===== src/rtl/rst_pkg.sv =====
package rst_pkg;

    localparam int DEF_NUM_REGS = 8;
    localparam int DEF_DATA_W   = 32;
    localparam int DEF_TAG_W    = 3;

    typedef enum logic {
        REG_READY   = 1'b0,
        REG_PENDING = 1'b1
    } reg_state_e;

    function automatic logic tag_match(input reg_state_e st, input logic bc_v,
                                       input logic [31:0] a, input logic [31:0] b);
        return (st == REG_PENDING) && bc_v && (a == b);
    endfunction

endpackage


===== src/rtl/rst_entry.sv =====
module rst_entry
    import rst_pkg::*;
#(
    parameter int DATA_W = DEF_DATA_W,
    parameter int TAG_W  = DEF_TAG_W
) (
    input  logic              clk,
    input  logic              rst,
    input  logic [DATA_W-1:0] init_val,
    input  logic              claim,
    input  logic [TAG_W-1:0]  claim_tag,
    input  logic              bc_valid,
    input  logic [TAG_W-1:0]  bc_tag,
    input  logic [DATA_W-1:0] bc_data,
    output reg_state_e        state,
    output logic [TAG_W-1:0]  tag,
    output logic [DATA_W-1:0] value
);

    logic hit;
    assign hit = tag_match(state, bc_valid, 32'(tag), 32'(bc_tag));

    always_ff @(posedge clk) begin
        if (rst) begin
            state <= REG_READY;
            tag   <= '0;
            value <= init_val;
        end else if (claim) begin
            state <= REG_PENDING;
            tag   <= claim_tag;
        end else if (hit) begin
            state <= REG_READY;
            value <= bc_data;
        end
    end


    claim_sets_tag_chk: assert property (@(posedge clk) disable iff (rst)
        claim |=> (state == REG_PENDING) && (tag == $past(claim_tag)));


    bcast_clear_chk: assert property (@(posedge clk) disable iff (rst)
        (hit && !claim) |=> (state == REG_READY) && (value == $past(bc_data)));


    stale_bcast_chk: assert property (@(posedge clk) disable iff (rst)
        ((state == REG_PENDING) && bc_valid && (bc_tag != tag) && !claim)
        |=> (state == REG_PENDING) && $stable(tag) && $stable(value));


    claim_wins_chk: assert property (@(posedge clk) disable iff (rst)
        (claim && hit) |=> (state == REG_PENDING));

endmodule


===== src/rtl/rst_lookup.sv =====
module rst_lookup
    import rst_pkg::*;
#(
    parameter int NUM_REGS = DEF_NUM_REGS,
    parameter int DATA_W   = DEF_DATA_W,
    parameter int TAG_W    = DEF_TAG_W,
    localparam int IDX_W   = (NUM_REGS > 1) ? $clog2(NUM_REGS) : 1
) (
    input  logic [IDX_W-1:0]  idx,
    input  reg_state_e        ent_state [NUM_REGS],
    input  logic [TAG_W-1:0]  ent_tag   [NUM_REGS],
    input  logic [DATA_W-1:0] ent_value [NUM_REGS],
    input  logic              bc_valid,
    input  logic [TAG_W-1:0]  bc_tag,
    input  logic [DATA_W-1:0] bc_data,
    output logic              ready,
    output logic [DATA_W-1:0] value,
    output logic [TAG_W-1:0]  tag
);

    reg_state_e        sel_state;
    logic [TAG_W-1:0]  sel_tag;
    logic [DATA_W-1:0] sel_value;

    always_comb begin
        sel_state = ent_state[idx];
        sel_tag   = ent_tag[idx];
        sel_value = ent_value[idx];
        if (sel_state == REG_READY) begin
            ready = 1'b1;
            value = sel_value;
            tag   = '0;
        end else if (tag_match(sel_state, bc_valid, 32'(sel_tag), 32'(bc_tag))) begin
            ready = 1'b1;
            value = bc_data;
            tag   = '0;
        end else begin
            ready = 1'b0;
            value = '0;
            tag   = sel_tag;
        end
    end

endmodule


===== src/rtl/rename_status_table.sv =====
module rename_status_table
    import rst_pkg::*;
#(
    parameter int NUM_REGS = DEF_NUM_REGS,
    parameter int DATA_W   = DEF_DATA_W,
    parameter int TAG_W    = DEF_TAG_W,
    localparam int IDX_W   = (NUM_REGS > 1) ? $clog2(NUM_REGS) : 1
) (
    input  logic                       clk,
    input  logic                       rst,
    input  logic [NUM_REGS*DATA_W-1:0] init_vals,
    input  logic                       iss_valid,
    input  logic [IDX_W-1:0]           iss_dst,
    input  logic [TAG_W-1:0]           iss_tag,
    input  logic [IDX_W-1:0]           src_a_idx,
    output logic                       src_a_ready,
    output logic [DATA_W-1:0]          src_a_value,
    output logic [TAG_W-1:0]           src_a_tag,
    input  logic [IDX_W-1:0]           src_b_idx,
    output logic                       src_b_ready,
    output logic [DATA_W-1:0]          src_b_value,
    output logic [TAG_W-1:0]           src_b_tag,
    input  logic                       bc_valid,
    input  logic [TAG_W-1:0]           bc_tag,
    input  logic [DATA_W-1:0]          bc_data
);

    reg_state_e        ent_state [NUM_REGS];
    logic [TAG_W-1:0]  ent_tag   [NUM_REGS];
    logic [DATA_W-1:0] ent_value [NUM_REGS];

    for (genvar g = 0; g < NUM_REGS; g++) begin : g_reg
        logic claim_here;
        assign claim_here = iss_valid && (iss_dst == IDX_W'(g));

        rst_entry #(.DATA_W(DATA_W), .TAG_W(TAG_W)) u_entry (
            .clk       (clk),
            .rst       (rst),
            .init_val  (init_vals[g*DATA_W +: DATA_W]),
            .claim     (claim_here),
            .claim_tag (iss_tag),
            .bc_valid  (bc_valid),
            .bc_tag    (bc_tag),
            .bc_data   (bc_data),
            .state     (ent_state[g]),
            .tag       (ent_tag[g]),
            .value     (ent_value[g])
        );
    end

    rst_lookup #(.NUM_REGS(NUM_REGS), .DATA_W(DATA_W), .TAG_W(TAG_W)) u_look_a (
        .idx       (src_a_idx),
        .ent_state (ent_state),
        .ent_tag   (ent_tag),
        .ent_value (ent_value),
        .bc_valid  (bc_valid),
        .bc_tag    (bc_tag),
        .bc_data   (bc_data),
        .ready     (src_a_ready),
        .value     (src_a_value),
        .tag       (src_a_tag)
    );

    rst_lookup #(.NUM_REGS(NUM_REGS), .DATA_W(DATA_W), .TAG_W(TAG_W)) u_look_b (
        .idx       (src_b_idx),
        .ent_state (ent_state),
        .ent_tag   (ent_tag),
        .ent_value (ent_value),
        .bc_valid  (bc_valid),
        .bc_tag    (bc_tag),
        .bc_data   (bc_data),
        .ready     (src_b_ready),
        .value     (src_b_value),
        .tag       (src_b_tag)
    );

endmodule


===== config.mk =====
export PLATFORM = sky130hd
export DESIGN_NAME = rename_status_table
export DESIGN_NICKNAME = d
export VERILOG_FILES = /design/src/rtl/rst_pkg.sv /design/src/rtl/rst_entry.sv /design/src/rtl/rst_lookup.sv /design/src/rtl/rename_status_table.sv
export SDC_FILE = /design/constraint.sdc
export NUM_CORES = 1
export LEC_CHECK = 0
export BUFFER_PORTS_ARGS = -buffer_cell sky130_fd_sc_hd__buf_2
export CAP_MARGIN = 40
export CORE_MARGIN = 3
export CORE_UTILIZATION = 45
export DETAILED_ROUTE_END_ITERATION = 8
export PLACE_DENSITY = 0.67
export SYNTH_ARGS = -nofsm -noshare
export SYNTH_HDL_FRONTEND = slang
export SYNTH_HIERARCHICAL = 1
export SYNTH_SLANG_ARGS = --single-unit

===== constraint.sdc =====
create_clock -name clk -period 4.5 [get_ports clk]
set_input_delay 0.9 -clock clk [delete_from_list [all_inputs] [get_ports clk]]
set_output_delay 0.9 -clock clk [all_outputs]
set_load 0.05 [all_outputs]

After elaboration in Yosys (flattened, before gate mapping)
Cells that the tools add are included.

word-level totals
  output and inout port bits = 72
  flip-flop bits (word level) = 288
  input bits = 307
  word-level logic and storage cells = 176

operators by class
  eq/ne operators = 25
  bitwise operators = 2
  reduce and logical (&&, ||, !) cells = 53
  $lt $le $gt $ge = 2
  multiplexer cells = 70

operator list
  cell                                                                   count
  32-bit two-way mux                                                     32
  32-bit binary-select mux with 3-bit select                             2
  2-bit nonzero test                                                     16
  3-bit equality test                                                    10
  1-bit logical AND                                                      28
  1-bit two-way mux                                                      24
  3-bit two-way mux                                                      8
  3-bit binary-select mux with 3-bit select                              2
  2-bit != test, second input constant                                   8
  2-bit AND reduction                                                    8
  3-bit equality test, second input constant                             4
  4-bit >= comparator, second input constant                             2
  3-bit NOT with 4-bit output                                            2
  1-bit binary-select mux with 3-bit select                              2
  3-bit by 2-bit equality test with 1-bit output, second input constant  2
  3-bit by 1-bit equality test with 1-bit output, second input constant  1
  3-bit zero test                                                        1

Depth between registers and ports, before layout
Gate-level depths: netlist of run 1.

  depth after elaboration = 8
  gate-level depth with buffers = 7
  gate-level depth less buffers = 5

Modules after synthesis
The synthesis of run 1 kept the hierarchy.

modules (own cells, without submodules)
  module               seq. area each (um^2)  times used  area an instance (um^2)  cells an instance
  rst_entry            1041.0                 8           1661.6                   87
  rst_lookup           0.0                    2           2942.8                   263
  rename_status_table  0.0                    1           96.3                     8

Least setup slack after synthesis of run 1
OpenSTA, ideal clock, no wires.

  kind = input-to-output
  from = input port src_a_idx[0]
  to = output port src_a_value[1]
  stages = 7
  path slack = 0.324 ns
  path buffers = 2
  required time = 3.600 ns
  data arrival time = 3.276 ns
  cell sequence = buf_6 > mux2i_1 > mux4_2 > xor2_2 > buf_2 > nand4_1 > o21ai_0

on the way
  longest elaborated chain between the ends = 8
  elaborated cells on any way between the ends = 15
  classes of those cells = eq/ne: 1; mux: 11; bitwise: 1; reduce/logical: 2

ends and longest elaborated chain
  what                                                                                                           RTL line                                              RTL
  start, declared                                                                                                rename_status_table.sv:15                             input logic [IDX_W-1:0] src_a_idx,
  3-bit NOT with 4-bit output (implied by the code) (*)                                                          rst_lookup.sv:26, rst_lookup.sv:27, rst_lookup.sv:28
  3-bit binary-select mux with 3-bit select / 1-bit binary-select mux with 3-bit select (equally long branches)  rst_lookup.sv:27, rst_lookup.sv:26
  3-bit two-way mux (implied by the code) / 1-bit two-way mux (equally long branches) (2 in a row)               rst_lookup.sv:27, rst_lookup.sv:26
  3-bit equality test / 1-bit logical AND (equally long branches)                                                rst_pkg.sv:14                                         return (st == REG_PENDING) && bc_v && (a == b);
  1-bit logical AND                                                                                              rst_pkg.sv:14
  32-bit two-way mux                                                                                             rst_lookup.sv:33                                      end else if (tag_match(sel_state, bc_valid, 32'(sel_tag), 32'(bc_tag))) begin
  32-bit two-way mux (*)                                                                                         rst_lookup.sv:29                                      if (sel_state == REG_READY) begin
  end, declared                                                                                                  rename_status_table.sv:17                             output logic [DATA_W-1:0] src_a_value,

Every way passes the cells marked *; elsewhere a longest branch is shown, timed or not. The select of a mux whose other input is x is not followed.

Final worst setup path of run 1
  from = input port src_a_idx[0]
  to = output port src_a_value[25]

Same word-level chain as after synthesis.

==> results of run 1 <==
[final cells by class]
cell class / count / area share [%]
clock buffer: 42 / 4.14
clock inverter: 20 / 0.960
sequential: 288 / 36.5
timing repair buffer: 429 / 10.8
tap: 539 / 2.96
multi-input combinational: 830 / 44.6
antenna: 5 / 0.0549
[cells in the mapped netlist, drive strengths merged, types with 2 or more instances]
cell       n
nor2      30
nand3      4
mux2     328
and4bb     3
nand2b     4
nor3       2
o22ai      2
mux2i     38
o21a       6
and3b      8
clkbuf    30
a41o       8
o21bai     8
mux4     138
o21ai     68
or3        2
edfxtp   256
o2bb2ai    2
xnor2     24
and4b      3
nand4     64
buf       82
xor2       4
a41oi      8
dfxtp     32
nand2     66
nor2b      8
[per-stage QoR]
stage	setup slack (ns)	util [%]	hold slack, ns	instance area (um2)
2_1_floorplan	0.324	-	0.510	19300
3_3_place_gp	0.363	51.3	0.543	21600
3_5_place_dp	0.337	51.3	0.550	21600
4_1_cts	0.331	54.1	0.559	22800
5_1_grt	0.264	54.1	0.596	22800
6_report	0.375	54.1	0.561	22800
[cell usage in the layout (no fill, tap or decap), types with 8 or more instances in the layout]
master	netlist	layout
buf_4	14	48
mux2i_1	34	34
a41o_2	0	8
mux2_4	200	200
buf_2	20	367
mux4_2	134	134
mux2_2	128	128
and3b_1	8	8
clkbuf_16	0	37
nand4_1	64	64
edfxtp_1	256	256
o21ai_0	14	14
buf_12	0	11
o21ai_2	28	28
a41oi_2	8	8
nor2b_1	8	8
nor2_1	30	30
o21bai_1	8	8
o21ai_1	26	26
nand2_1	66	66
dfxtp_1	32	32
clkinv_1	0	8
xnor2_1	24	24
[final timing paths]
path	startpoint	endpoint	slack (ns)
worst min register to register	g_reg[5].u_entry/tag[0]$_SDFFE_PP0P_	g_reg[5].u_entry/tag[0]$_SDFFE_PP0P_	0.56
worst max-delay path	src_a_idx[0]	src_a_value[25]	0.37
worst max register to register	g_reg[7].u_entry/tag[2]$_SDFFE_PP0P_	g_reg[7].u_entry/value[26]$_DFFE_PP_	2.26
worst min-delay path	g_reg[5].u_entry/tag[0]$_SDFFE_PP0P_	g_reg[5].u_entry/tag[0]$_SDFFE_PP0P_	0.56
[metal layers]
layer  GRT usage [%]  routed length, um
met1            35.8              24400
met2            42.7              29100
met3            6.36               5920
met4            7.94               1560
met5               0                103
[power by group]
group,switching [mW],internal (mW),leakage [nW]
clock network,1.13,1.78,0.573
logic,1.10,0.837,5.71
registers,0.0816,3.12,2.77
total,2.31,5.74,9.05
[sequential cells by signal, indices dropped and copies added (netlist names)]
name	cells
g.u_entry/value	256
g.u_entry/tag	24
g.u_entry/state	8
[kinds of logic (layout without fill, tap and decap cells)]
logic type,count (synthesis),after routing
AOI/OAI and AO/OA,102,102
xor gates and xnor gates,28,28
buffers and inverters,112,491
DFF,288,288
muxes,504,504
other,0,5
and+or+nand+nor,196,196
[critical path, stage by stage]
cell and delay [ns]:
buf_6 0.17, mux4_1 0.62, mux2i_4 0.21, xor2_2 0.21, nand3_4 0.23, buf_12 0.25
o21ai_1 0.26, buf_2 0.32
==> flow_summary.json, run 1 <==
{
  "synth_seq_area_share_pct": 43.2,
  "finalWeightedCongestion": 0.887,
  "fin_skew_ns": 0.0101,
  "grt_setup_unrepaired": "no",
  "grt_pass1_wl_um": 88000,
  "power.density_nw_per_um2": 353,
  "drive_above_1_share_pct": 62.3,
  "portBuffers": 378,
  "drt_first_pass_iters": 6,
  "drc_errors": 0,
  "end_kind": "output port",
  "fmax_mhz": 242,
  "seqCellArea_um2": 8330,
  "ant_nets": 0,
  "dp_cells": 2086,
  "power_leakage_nw": 9.05,
  "syn-num-nets": 1537,
  "netlist_area_um2": 19300,
  "multi_input_area_um2": 10200,
  "clockBufferDepth": 3,
  "r2r_cells": 3,
  "io_pins": 379,
  "stdcell_count": 2153,
  "hold_buffers": 0,
  "synth_edf_count": 256,
  "hold_violations": 0,
  "start_kind": "primary input",
  "synth_mux_area_share_pct": 41.5,
  "initial_utilization_pct": 45.7,
  "synth_top_area_share_pct": 39.9,
  "grt_use_total_pct": 26.5,
  "power_mw": 8.05,
  "grt_max_degree": 121,
  "cts_inserted_buffers": 35,
  "ys_warn_count": 6,
  "synthArstFlopShare_pct": 0,
  "synth_compound_area_share_pct": 4.10,
  "clk_latency_ns": 0.54,
  "yosys.area_share.xor_xnor_pct": 1.43,
  "cts_max_level": 2,
  "clock-sinks": 288,
  "synth-simple-area-share_pct": 5.55,
  "die_y_um": 213,
  "tightest_slew_ns": 1.02,
  "fin_setup_tns_ns": 0,
  "cts_tree": "done",
  "hpwlAfterDp_um": 42000,
  "rows": 75,
  "num-fill-cells": 3421,
  "cts_resized": 0,
  "vias": 13397,
  "synth_cells": 1230,
  "synth_fa_ha_area_share_pct": 0,
  "via_per_inst": 6.22,
  "root_buffer": "clkbuf_16",
  "finalMaxSlewViolations": 0,
  "antenna_found_initial": 12,
  "core-area_um2": 42100,
  "cp_max_fo": 20,
  "finalSetupViolCount": 0,
  "finalCritPeriodShare_pct": 91.7,
  "syn_area_per_cell_um2": 15.7,
  "drtIter0Drc": 1229,
  "die_w_um": 213,
  "min_period_ns": 4.13,
  "cp_data_required_time_ns": 3.60,
  "max_cap_violations": 0,
  "final_nets": 1891,
  "path_class": "in -> out",
  "hold_class": "reg -> reg",
  "netlist-cell-type-count": 38,
  "design.die.area_um2": 45400,
  "grt-ovfl-total": 0,
  "clk_pin_slew_ns": 0.06,
  "ir_drop_uv": 248,
  "cts_setup_buffers": 0,
  "hold_path_depth": 2,
  "outcome": "completed",
  "grt_pass1_vias": 13676,
  "slew_headroom_pct": 32.3,
  "routed_wl_um": 61100,
  "yosysTopAreaCell": "edfxtp_1",
  "synthTopCellsByArea": "edfxtp_1, mux4_2, mux2_4, mux2_2, dfxtp_1",
  "ys.flop_type": "edfxtp_1",
  "synth_top_family_by_area": "multiplexers",
  "ys_seq_elements": 288,
  "drt-wirelength-per-cell_um": 28.4,
  "crit_arrival_ns": 3.23,
  "areaGrowthSynthToFinish_pct": 18.3
}
Note: power is estimated with default switching activity, not from simulation.
==> run 2: changes to the inputs <==
--- a/config.mk
+++ b/config.mk
@@ -9,3 +9,2 @@
 export CAP_MARGIN = 40
-export CORE_MARGIN = 3
 export CORE_UTILIZATION = 45
==> constraint.sdc (replaced) <==
create_clock -name clk -period 4.5 [get_ports clk]
set_input_delay 0.225 -clock clk [delete_from_list [all_inputs] [get_ports clk]]
set_output_delay 0.225 -clock clk [all_outputs]
set_load 0.05 [all_outputs]
==> run 2 against run 1 <==
  * Die area down 3.7%
  * Register-to-register slack got worse by 0.09 ns
  * Clock power rose by 3%
  * Sequential power about the same
  * First-iteration DRC count is 18% higher
  * Combinational power grew 7%
  * Final cell count up 10%
  * Flip-flop and latch count stayed put
  * Clock-buffer cell count grew 1
  * Clock skew is 0.015 ns higher
  * Non-clock buffer count rose by 214
==> flow_summary.json, run 2 (synthesized netlist as in run 1, its figures left out) <==
{
  "die_w_um": 209,
  "grt_pass1_wl_um": 93700,
  "path_class": "reg -> out",
  "drc_errors": 0,
  "ir_drop_uv": 251,
  "fin_setup_tns_ns": 0,
  "grt-ovfl-total": 0,
  "die_y_um": 209,
  "hold_class": "in -> reg",
  "ant_nets": 0,
  "cp_max_fo": 36,
  "hold_violations": 0,
  "cpPeakStageDelay_ns": 0.56,
  "largest_reg_flops": 256,
  "drt-wirelength-per-cell_um": 27.3,
  "antenna_found_initial": 11,
  "num-fill-cells": 3174,
  "core-area_um2": 42100,
  "routed_wl_um": 64800,
  "slew_headroom_pct": 39.5,
  "clk_latency_ns": 0.55,
  "finalCritPeriodShare_pct": 78.1,
  "top_register": "g.u_entry/value",
  "drive_above_1_share_pct": 54.0,
  "power.density_nw_per_um2": 331,
  "cts_inserted_buffers": 36,
  "grt_use_total_pct": 29.3,
  "start_kind": "register",
  "crit_arrival_ns": 3.29,
  "fmax_mhz": 285,
  "clock-sinks": 288,
  "end_kind": "output port",
  "slowest_stage": "mux4_1",
  "crit_chain": "mux4_1 -> mux2i_4 -> xor2_2 -> nand3_4 -> o21ai_0 -> buf_2",
  "grt_setup_unrepaired": "no",
  "root_buffer": "clkbuf_16",
  "top_regs": "g.u_entry/value x256, g.u_entry/tag x24, g.u_entry/state x8",
  "finalSetupViolCount": 0,
  "power_mw": 8.28,
  "clockBufferDepth": 3,
  "io_pins": 379,
  "portBuffers": 378,
  "final_nets": 2106,
  "tightest_slew_ns": 0.907,
  "rows": 75,
  "drt_first_pass_iters": 6,
  "final_common_cell": "buf_2",
  "grt_pass1_vias": 14818,
  "fin_ws_ns": 0.987,
  "hpwlAfterDp_um": 40700,
  "drtIter0Drc": 1456,
  "fin_area_um2": 25000,
  "power_leakage_nw": 9.93,
  "design.die.area_um2": 43700,
  "cts_max_level": 2,
  "outcome": "completed",
  "dp_slack_ns": 1.11,
  "place_area_um2": 21400,
  "via_per_inst": 6.04,
  "fin_skew_ns": 0.0256,
  "cts_setup_buffers": 0,
  "layout_common_cells": "buf_2, edfxtp_1, dlygate4sd3_1, mux2_4, mux4_2",
  "cts_tree": "done",
  "grt_max_degree": 111,
  "finalMaxSlewViolations": 0,
  "areaGrowthSynthToFinish_pct": 29.8,
  "min_period_ns": 3.51,
  "vias": 14341,
  "clk_pin_slew_ns": 0.06,
  "max_cap_violations": 0,
  "cp_data_required_time_ns": 4.28,
  "initial_utilization_pct": 45.7,
  "finalWeightedCongestion": 0.879
}
==> run 2: cell count changes in the layout (fill, tap and decap cells not counted) <==
cell,before,now
dlygate4sd3_1,0,234
buf_4,48,25
buf_2,367,372
buf_12,11,9
clkinvlp_4,0,2
diode_2,5,7
clkbuf_16,37,38
clkinv_2,6,5
clkinv_4,1,2
clkinv_8,0,1
==> run 2: metrics by stage <==
step	hold WS (ns)	utilization, %	std cells
5_1_grt	0.00538	59.3	2368
4_1_cts	0.0000592	59.3	2365
3_5_place_dp	0.528	50.9	2066
2_1_floorplan	0.372	-	1230
3_3_place_gp	0.528	50.6	2060
6_report	0.0179	59.4	2373
==> run 2: routing by layer <==
metal / wire, um / GRT usage (%) / share of wire (%) / up-vias
met2: 31100 / 48.6 / 48 / 893
li1: - / - / - / 6139
met3: 6530 / 7.18 / 10 / 158
met4: 2050 / 10.6 / 3.2 / 6
met5: 40 / 0 / 0.062 / -
met1: 25100 / 37.2 / 39 / 7145
==> run 2: worst paths after layout <==
path | from | endpoint | slack (ns) | depth (start not counted)
worst min-delay path | init_vals[65] | g_reg[2].u_entry/value[1]$_DFFE_PP_ | 0.02 | 2
worst min register to register | g_reg[7].u_entry/tag[2]$_SDFFE_PP0P_ | g_reg[7].u_entry/tag[2]$_SDFFE_PP0P_ | 0.56 | 2
worst max-delay path | g_reg[1].u_entry/tag[1]$_SDFFE_PP0P_ | src_b_value[1] | 0.99 | 6
worst max register to register | g_reg[4].u_entry/tag[1]$_SDFFE_PP0P_ | g_reg[4].u_entry/value[24]$_DFFE_PP_ | 2.17 | 3
==> run 2: power by group <==
group	switching, mW	total, mW	internal (mW)
combinational	1.13	2.07	0.937
clock	1.18	3.01	1.83
sequential	0.0804	3.20	3.12
==> run 2: layout make-up <==
| cell class | count | area, um2 | share of cell area [%] |
|---|---|---|---|
| tap | 539 | 674 | 2.70 |
| multi-input combinational | 830 | 10200 | 40.6 |
| antenna | 7 | 17.5 | 0.0700 |
| clock buffer | 43 | 970 | 3.88 |
| sequential | 288 | 8330 | 33.3 |
| timing repair buffer | 643 | 4610 | 18.4 |
| clock inverter | 23 | 254 | 1.02 |
==> run 2: critical path, delay by kind of cell (launching register included) <==
family | cells | cell delay (ns)
buf+inv | 1 | 0.34
xor+xnor | 1 | 0.21
compound gates | 1 | 0.50
flops | 1 | 0.35
mux | 2 | 0.77
simple gates | 1 | 0.56
==> run 2: repair_timing <==
action,4_1_cts,5_1_grt
resized for setup,0,0
endpoints found under the hold margin,233,1
hold buffers,233,1
setup endpoints to repair,0,0
==> run 3: changes to the inputs <==
- PLACE_DENSITY: 0.67 -> 0.7
- clock period: 4.5 -> 3 ns (I/O delays scaled with it)
==> run 3 against run 2 <==
  * Setup slack lost 0.92 ns
  * Hold slack gained 0.044 ns
  * Sequential power is 50% higher
  * Critical path type unchanged
  * Critical endpoint is now src_a_value[2]
  * Largest cell class unchanged
  * Largest power group unchanged
==> flow_summary.json, run 3 (synthesized netlist as in run 1, its figures left out) <==
{
  "tightest_slew_ns": 0.820,
  "top_regs": "g.u_entry/value x256, g.u_entry/tag x24, g.u_entry/state x8",
  "dp_slack_ns": 0.402,
  "finalMaxSlewViolations": 0,
  "drt-wirelength-per-cell_um": 27.5,
  "areaGrowthSynthToFinish_pct": 31.9,
  "top_register": "g.u_entry/value",
  "root_buffer": "clkbuf_16",
  "start_kind": "register",
  "grt_max_degree": 72,
  "rows": 75,
  "die_y_um": 209,
  "design.die.area_um2": 43700,
  "fin_skew_ns": 0.0233,
  "grt_pass1_vias": 15532,
  "slowest_stage": "mux4_1",
  "cp.buffers_inverters": 2,
  "hold_class": "in -> reg",
  "outcome": "completed",
  "drc_errors": 0,
  "cts_inserted_buffers": 35,
  "via_per_inst": 6.12,
  "cp_max_fo": 27,
  "antenna_found_initial": 2,
  "fin_setup_tns_ns": 0,
  "clockBufferDepth": 3,
  "power_leakage_nw": 10.1,
  "fin_ws_ns": 0.0685,
  "power.density_nw_per_um2": 481,
  "crit_chain": "mux4_1 -> mux2i_4 -> xor2_2 -> nand3_4 -> buf_12 -> o21ai_1 -> buf_4",
  "r2r-start": "g_reg[5].u_entry/tag[1]$_SDFFE_PP0P_",
  "ir_drop_uv": 373,
  "drt_first_pass_iters": 5,
  "drive_above_1_share_pct": 53.6,
  "hpwlAfterDp_um": 40900,
  "startpoint": "g_reg[5].u_entry/tag[1]$_SDFFE_PP0P_",
  "crit_family": "multiplexers",
  "min_period_ns": 2.93,
  "finalSetupViolCount": 0,
  "portBuffers": 378,
  "clk_pin_slew_ns": 0.06,
  "worst_hold_slack_ns": 0.0620,
  "grt_pass1_wl_um": 96300,
  "slew_headroom_pct": 45.4,
  "cts_max_level": 2,
  "initial_utilization_pct": 45.7,
  "finalWeightedCongestion": 0.846,
  "largest_reg_flops": 256,
  "final_util_pct": 60.3,
  "cp_data_required_time_ns": 2.85,
  "routed_wl_um": 66200,
  "fmax_mhz": 341,
  "final_nets": 2145,
  "ant_nets": 0,
  "hold_start": "rst",
  "power_mw": 12.2,
  "vias": 14726,
  "core-area_um2": 42100,
  "end_kind": "output port",
  "hold_violations": 0,
  "cts_tree": "done",
  "grt-ovfl-total": 0,
  "finalCritPeriodShare_pct": 97.7,
  "drtIter0Drc": 1589,
  "grt_use_total_pct": 29.9,
  "io_pins": 379,
  "crit_arrival_ns": 2.78,
  "cpPeakStageDelay_ns": 0.57,
  "grt_setup_unrepaired": "yes",
  "layout_common_cells": "buf_2, dlygate4sd3_1, edfxtp_1, mux2_4, mux4_2",
  "max_cap_violations": 0,
  "die_w_um": 209,
  "final_common_cell": "buf_2",
  "clk_latency_ns": 0.55,
  "clock-sinks": 288,
  "path_class": "reg -> out"
}
[run 3: changes by cell type in the layout (fill, tap and decap cells not counted), sizes merged]
cell | before | now
buf | 409 | 416
clkinvlp | 2 | 3
bufinv | 5 | 3
inv | 0 | 1
dlygate4sd3 | 234 | 259
clkinv | 16 | 13
diode | 7 | 2
clkbuf | 43 | 51
[run 3: per-stage QoR]
stage                     std cells  instance area [um2]
after floorplan                1230                19300
after global routing           2405                25400
after detailed placement       2078                21600
after CTS                      2400                25300
after global placement         2078                21600
final                          2405                25400
[run 3: area by class of cell]
class,count,area (um2)
Multi-Input combinational cell,830,10200
Sequential cell,288,8330
Clock buffer,43,927
Tap cell,539,674
Timing Repair Buffer,683,5110
Antenna cell,2,5.00
Fill cell,3137,16700
Clock inverter,20,190
[run 3: timing repair]
action	4_1_cts	5_1_grt
endpoints found under the hold margin	271	0
pin swaps	0	1
hold buffers	259	0
buffers inserted	0	3
endpoints found under the setup margin	19	19
resized for setup	15	28
[run 3: power by group]
part,internal [mW],switching (mW),total (mW)
clock,2.47,1.72,4.19
sequential,4.68,0.127,4.81
combinational,1.49,1.73,3.22
[run 3: worst paths after layout]
path,to,slack (ns),cells after the start
worst min register to register,g_reg[3].u_entry/tag[1]$_SDFFE_PP0P_,0.55,2
worst max-delay path,src_a_value[2],0.07,7
worst max register to register,g_reg[5].u_entry/value[19]$_DFFE_PP_,1.07,3
worst min-delay path,g_reg[1].u_entry/tag[0]$_SDFFE_PP0P_,0.06,2
[run 3: routing by layer]
layer / part of all wire, % / wire [um] / track usage (%) / vias to the layer above
met3: 8.6 / 5690 / 5.70 / 175
li1: - / - / - / 6203
met2: 50 / 33000 / 50.9 / 933
met1: 38 / 25100 / 37.7 / 7415
met4: 3.6 / 2390 / 11.7 / 0
met5: 0 / 0 / 0 / -
